### src/rtl/cnt_pkg.sv
`timescale 1ns/1ps
package cnt_pkg;
  typedef enum logic [1:0] {
    MODE_HOLD = 2'd0,
    MODE_LOAD = 2'd1,
    MODE_INC  = 2'd2,
    MODE_DEC  = 2'd3
  } cnt_mode_e;
endpackage

### src/rtl/cnt_mode_dec.sv
`timescale 1ns/1ps
module cnt_mode_dec
  import cnt_pkg::*;
(
  input  logic      load_ni,
  input  logic      cep_ni,
  input  logic      cet_ni,
  input  logic      up_i,
  output cnt_mode_e mode_o
);
  always_comb begin
    if (!load_ni)                mode_o = MODE_LOAD;
    else if (cep_ni || cet_ni)   mode_o = MODE_HOLD;
    else if (up_i)               mode_o = MODE_INC;
    else                         mode_o = MODE_DEC;
  end
endmodule

### src/rtl/cnt_next.sv
`timescale 1ns/1ps
module cnt_next
  import cnt_pkg::*;
#(
  parameter int WIDTH = 4
) (
  input  cnt_mode_e         mode_i,
  input  logic [WIDTH-1:0]  q_i,
  input  logic [WIDTH-1:0]  data_i,
  output logic [WIDTH-1:0]  q_nxt_o
);
  localparam logic [WIDTH-1:0] ONE = WIDTH'(1);

  always_comb begin
    unique case (mode_i)
      MODE_LOAD: q_nxt_o = data_i;
      MODE_INC:  q_nxt_o = q_i + ONE;
      MODE_DEC:  q_nxt_o = q_i - ONE;
      default:   q_nxt_o = q_i;
    endcase
  end
endmodule

### src/rtl/cnt_tc_gen.sv
`timescale 1ns/1ps
module cnt_tc_gen #(
  parameter int WIDTH = 4
) (
  input  logic [WIDTH-1:0] q_i,
  input  logic             up_i,
  input  logic             cet_ni,
  output logic             tc_no
);
  logic at_max, at_min;

  assign at_max = &q_i;
  assign at_min = ~|q_i;
  // carry-in feeds straight through so chains stay one gate per stage
  assign tc_no  = cet_ni | (up_i ? ~at_max : ~at_min);
endmodule

### src/rtl/updown_cnt.sv
`timescale 1ns/1ps
module updown_cnt
  import cnt_pkg::*;
#(
  parameter int WIDTH = 4
) (
  input  logic             clk_i,
  input  logic             load_ni,
  input  logic [WIDTH-1:0] data_i,
  input  logic             up_i,
  input  logic             cep_ni,
  input  logic             cet_ni,
  output logic [WIDTH-1:0] q_o,
  output logic             tc_no
);
  localparam logic [WIDTH-1:0] ONE   = WIDTH'(1);
  localparam logic [WIDTH-1:0] Q_MAX = {WIDTH{1'b1}};

  cnt_mode_e        mode;
  logic [WIDTH-1:0] q_q, q_nxt;

  cnt_mode_dec u_dec (
    .load_ni (load_ni),
    .cep_ni  (cep_ni),
    .cet_ni  (cet_ni),
    .up_i    (up_i),
    .mode_o  (mode)
  );

  cnt_next #(.WIDTH(WIDTH)) u_nxt (
    .mode_i  (mode),
    .q_i     (q_q),
    .data_i  (data_i),
    .q_nxt_o (q_nxt)
  );

  // no reset: value is defined by the first load
  always_ff @(posedge clk_i) q_q <= q_nxt;

  assign q_o = q_q;

  cnt_tc_gen #(.WIDTH(WIDTH)) u_tc (
    .q_i    (q_q),
    .up_i   (up_i),
    .cet_ni (cet_ni),
    .tc_no  (tc_no)
  );

  // checker arming: no history before the first edge
  logic chk_armed = 1'b0;
  always_ff @(posedge clk_i) chk_armed <= 1'b1;


  load_chk: assert property (@(posedge clk_i) disable iff (!chk_armed)
    !load_ni |=> q_o == $past(data_i));

  inc_chk: assert property (@(posedge clk_i) disable iff (!chk_armed)
    (load_ni && !cep_ni && !cet_ni && up_i) |=> q_o == $past(q_o) + ONE);

  dec_chk: assert property (@(posedge clk_i) disable iff (!chk_armed)
    (load_ni && !cep_ni && !cet_ni && !up_i) |=> q_o == $past(q_o) - ONE);

  hold_chk: assert property (@(posedge clk_i) disable iff (!chk_armed)
    (load_ni && (cep_ni || cet_ni)) |=> $stable(q_o));

  tc_end_chk: assert property (@(posedge clk_i) disable iff (!chk_armed)
    !tc_no |-> (!cet_ni && q_o == (up_i ? Q_MAX : '0)));

  tc_gate_chk: assert property (@(posedge clk_i) disable iff (!chk_armed)
    cet_ni |-> tc_no);
endmodule

### config.mk
export PLATFORM = sky130hd
export DESIGN_NAME = updown_cnt
export DESIGN_NICKNAME = d
export VERILOG_FILES = /design/src/rtl/cnt_pkg.sv /design/src/rtl/cnt_mode_dec.sv /design/src/rtl/cnt_next.sv /design/src/rtl/cnt_tc_gen.sv /design/src/rtl/updown_cnt.sv
export SDC_FILE = /design/constraint.sdc
export NUM_CORES = 1
export LEC_CHECK = 0
export CELL_PAD_IN_SITES_DETAIL_PLACEMENT = 1
export CELL_PAD_IN_SITES_GLOBAL_PLACEMENT = 2
export CORE_AREA = 8 8 45 47
export DETAILED_ROUTE_END_ITERATION = 10
export DIE_AREA = 0 0 53 55
export DONT_BUFFER_PORTS = 1
export GPL_TIMING_DRIVEN = 0
export PLACE_DENSITY_LB_ADDON = 0.1
export SKIP_CTS_REPAIR_TIMING = 1
export SLEW_MARGIN = 20
export SYNTH_ARGS = -nofsm -noshare
export SYNTH_HDL_FRONTEND = slang
export SYNTH_SLANG_ARGS = --single-unit
### constraint.sdc
create_clock -name clk_i -period 2.4 [get_ports clk_i]
set_clock_uncertainty 0.15 [all_clocks]
set_input_delay 0.36 -clock clk_i [delete_from_list [all_inputs] [get_ports clk_i]]
set_output_delay 0.36 -clock clk_i [all_outputs]
set_load 0.05 [all_outputs]
# Word-level counts from Yosys, hierarchy flattened
# Cells that the tools add are included.
dict set report word_totals {
  reg_bits 4
  inputBits 9
  output_inout_bits 5
  wordCells 17
}
dict set report classes {
  add_sub_neg 2
  eq_ne 3
  mux 5
  n_bitwise 2
  reduce_logical 4
}
# cell n
set op_table {}
lappend op_table {{$pmux 4 s3} 1}
lappend op_table {{$add 4x1->4 const B} 1}
lappend op_table {{$eq 2x2->1 const B} 2}
lappend op_table {{$mux 2} 2}
lappend op_table {{$reduce_and 4->1} 1}
lappend op_table {{$reduce_or 4->1} 1}
lappend op_table {{$sub 4x1->4 const B} 1}
lappend op_table {{$reduce_bool 3->1} 1}
lappend op_table {{$eq 2x1->1 const B} 1}
lappend op_table {{$mux 1} 2}
lappend op_table {{$logic_or 1x1->1} 1}
lappend op_table {{$not 1->1} 1}
lappend op_table {{$or 1x1->1} 1}

# Depth between registers and ports, before layout
dict set report logic_depth {
  ltp_word 5
  mapped_depth 8
  ltp_nobuf 7
}

# By module
# From an unflattened synthesis, not the netlist that was laid out.
dict set report unflattened {
  hier_cells 44
  hier_area_um2 355.3
}
# module instances cells_each area_per_inst_um2 seq_area_each_um2
set by_module_without_submodules {}
lappend by_module_without_submodules {cnt_next 1 33 216.5 0.0}
lappend by_module_without_submodules {updown_cnt 1 4 80.1 80.1}
lappend by_module_without_submodules {cnt_tc_gen 1 5 38.8 0.0}
lappend by_module_without_submodules {cnt_mode_dec 1 2 20.0 0.0}

# Least setup slack after synthesis
# OpenSTA, ideal clock, no wires.
dict set report synth_path {
  kind {in2reg}
  startpoint {input cet_ni}
  endpoint {register q_q[2] (netlist: q_o[2]) (data pin)}
  setup_time_ns 0.137
  arrival_time_ns 1.949
  t_required_ns 2.113
  slack_ns 0.163
  cell_stages 8
  path_buffers 1
  path_cell_list {or3b_1 -> clkbuf_1 -> nor2_1 -> xor2_1 -> ha_1 -> or3_1 -> a211o_1 -> nand3_1}
}
dict set report synth_via {
  elab_chain_cells 5
  elab_cells_between_ends 7
  classes_between {eq/ne: 3; mux: 3; reduce/logical: 1}
}
# item line_no
set synth_lines {}
lappend synth_lines {{from (decl)} updown_cnt.sv:12} ;# input logic cet_ni,
lappend synth_lines {{$logic_or 1x1->1 *} cnt_mode_dec.sv:13} ;# else if (cep_ni || cet_ni) mode_o = MODE_HOLD;
lappend synth_lines {{$mux 2 *} cnt_mode_dec.sv:13}
lappend synth_lines {{$mux 2 *} cnt_mode_dec.sv:12} ;# if (!load_ni) mode_o = MODE_LOAD;
lappend synth_lines {{$eq 2x2->1 or $eq 2x1->1 (tied branches)} cnt_next.sv:15} ;# unique case (mode_i)
lappend synth_lines {{$pmux 4 s3 *} cnt_next.sv:15}
lappend synth_lines {{named net q_nxt[2]} updown_cnt.sv:20} ;# logic [WIDTH-1:0] q_q, q_nxt;
lappend synth_lines {{to (signal assigned)} updown_cnt.sv:38} ;# always_ff @(posedge clk_i) q_q <= q_nxt;
lappend synth_lines {{to (decl)} updown_cnt.sv:20}
# Mark *: on every way through the listed nets, which the timed path passes. The rest lies on a longest branch.
# A chain may end at the register's enable or synchronous reset.

# Worst setup path in the final report
dict set report layout_path {
  startpoint {register q_q[1] (netlist: q_o[1])}
  endpoint {output tc_no}
}
dict set report layout_via {
  elab_chain_cells 4
  elab_cells_between_ends 5
  classes_between {mux: 1; bitwise: 2; reduce/logical: 2}
}
# item line_no
set layout_lines {}
lappend layout_lines {{$reduce_and 4->1} cnt_tc_gen.sv:12} ;# assign at_max = &q_i;
lappend layout_lines {{$not 1->1} cnt_tc_gen.sv:15} ;# assign tc_no = cet_ni | (up_i ? ~at_max : ~at_min);
lappend layout_lines {{$mux 1 *} cnt_tc_gen.sv:15}
lappend layout_lines {{$or 1x1->1 *} cnt_tc_gen.sv:15}
lappend layout_lines {{to (decl)} updown_cnt.sv:14} ;# output logic tc_no
# Every way passes the cells marked *; elsewhere a longest branch is shown, timed or not.

==> results.tsv <==
metric	value	unit
clk_latency	0.24	ns
seq_area_frac_synth	42.7	%
ys_types	16	
status	finished, final reports clean	
rsz0062_at_grt	no	
intPower	0.000155	W
vias	254	
first_global_vias	264	
wl	758	µm
grt_antenna_before_repair	0	
netSwitchingFraction	31.7	%
peakVddDrop	228	µV
slew_viol_final	0	
netlist_instances	30	
core	1380	µm²
largest_register_ffs	4	
core.rowCount	14	
route.detailed.drc	0	
port_buffers	0	
ant_nets	0	
first_pass_iters	1	
placed_cell_area	302	µm²
setup.worst_path.class	reg -> out	
crit_path_max_incr_delay	0.64	ns
die_area	2920	µm²
cts_tree	yes	
drive_above_1_share	20.6	%
multi_input_area	178	µm²
cts_root_buffer	clkbuf_4	
syn_to_final_growth	24.9	%
clock-sinks	4	
cts.htree.levels	1	
setup_violations	0	
gr-total-overflow	0	
diodes	0	
p_sw	0.0000719	W
synth_area_leaders	edfxtp_1 43%, nand2_1 9.3%, nand4_1 6.7%	
p_leak	0.129	nW
async_reset_ff_share	0	%
cts_buffers	3	
hold_path.class	in -> reg	
cp-start-kind	register	
crit_chain	or4_4, mux2i_4, nand2b_4	
dieHeight	55	µm
end_kind	primary output	
synth.avg_cell_area	9.38	µm²
yosysTopAreaCell	edfxtp_1	
grt_first_pass_wirelength	1170	µm
required	1.89	ns
yosysTopAreaCellShare	42.7	%
synth_most_common_cell	nand2_1	
min_period	2.34	ns
syn_area	282	µm²
stdcell_count	50	
synth_flop_cell	edfxtp_1	
fin_ws	0.0603	ns
io_pins	14	
nNetsFinal	46	
pwr_density_cell	644	nW/µm²
arrival	1.83	ns
synth.net_count	40	
pre_cts_ws	0.00211	ns
fin_crit_sh	97.5	%
max_slew_margin	56.0	%
vias_per_cell	5.08	
wl_per_cell	15.2	µm
setup_tns	0	ns
maxCapViolCount	0	
seqPwrFrac	50.9	%
synth_common_cells	7 x nand2_1, 4 x edfxtp_1, 3 x nand4_1	
whs	0.163	ns
synth_edf_count	4	
combinationalPowerShare	12.3	%
cp_max_fo	5	
cts_buffer_depth	2	
dp_hpwl	603	µm
crit_slowest_cell	edfxtp_1	
grt_usage	5.86	%
place_inst	46	
clk_pin_slew	0.03	ns
power_frac_clock	36.8	%
grt_max_degree	9	
worst_pin_slew	0.653	ns
fmax	427	MHz
yosys_warnings	0	
hold_viol	0	
final_area	352	µm²
synth-seq-cells	4	
first_iter_violations	0	
dieWidth	53	µm
gp_congestion	0.609	
nFillCells	169	
initial_utilization	20.3	%
register_area	120	µm²
==> metal layers <==
| metal | global-route usage [%] | routed length, µm |
|---|---|---|
| met1 | 5.35 | 311 |
| met2 | 9.57 | 369 |
| met3 | 5.35 | 77 |
| met4 | 1.29 | 0 |
| met5 | 0 | 0 |
==> power groups by stage <==
stage / Combinational (W) / Sequential, W / Clock, W
2_1_floorplan: 0.0000193 / 0.000113 / 0
3_3_place_gp: 0.0000226 / 0.000116 / 0
3_5_place_dp: 0.0000239 / 0.000116 / 0
4_1_cts: 0.0000241 / 0.000115 / 0.0000878
5_1_grt: 0.0000323 / 0.000117 / 0.0000930
6_report: 0.0000279 / 0.000115 / 0.0000833
==> path summary, 6_finish.rpt <==
path | from | endpoint | slack [ns] | cells after the start
setup reg to reg | q_o[1] | q_o[2] | 0.28 | 5
setup / recovery | q_o[1] | tc_no | 0.06 | 3
hold / removal | data_i[1] | q_o[1] | 0.16 | 2
hold reg to reg | q_o[0] | q_o[0] | 0.86 | 1
==> cells in the final DEF, fill, tap and decap left out <==
cell type,n
mux2i_4,1
ha_1,1
edfxtp_1,4
buf_4,1
nand3_1,2
or4_4,1
clkbuf_4,3
nor2_1,1
a211o_1,2
nand4_1,3
nand2_1,7
nand2b_4,1
nor3b_1,1
or3b_1,1
xor2_1,1
clkbuf_1,1
o21ai_0,2
or3_1,1
==> critical path, delay by kind of cell, from the launching register on <==
kind          cells  cell delay (ns)
flops             1             0.64
mux               1             0.18
simple gates      2             0.78
==> cell type report <==
cell class | count | area share (%)
Timing Repair Buffer | 1 | 2.14
Clock buffer | 3 | 6.41
Buffer | 1 | 1.07
Sequential cell | 4 | 34.2
Multi-Input combinational cell | 25 | 50.5
Tap cell | 16 | 5.69
==> stage by stage <==
| step | util [%] | power (W) |
|---|---|---|
| after floorplan | - | 0.000133 |
| after global placement | 21.8 | 0.000138 |
| after detailed placement | 21.8 | 0.000140 |
| after CTS | 23.4 | 0.000227 |
| after global routing | 25.4 | 0.000243 |
| final | 25.4 | 0.000226 |
==> kinds of logic (layout without fill, tap and decap cells) <==
family | after synthesis | count (layout) | synth area share [%]
and+or+nand+nor | 18 | 18 | 35.1
DFF | 4 | 4 | 42.7
buffers and inverters | 1 | 5 | 1.33
AOI/OAI and AO/OA | 4 | 4 | 9.78
adders and majority gates | 1 | 1 | 4.44
muxes | 1 | 1 | 3.56
xor gates and xnor gates | 1 | 1 | 3.11
Power figures use the tool's default switching activity.
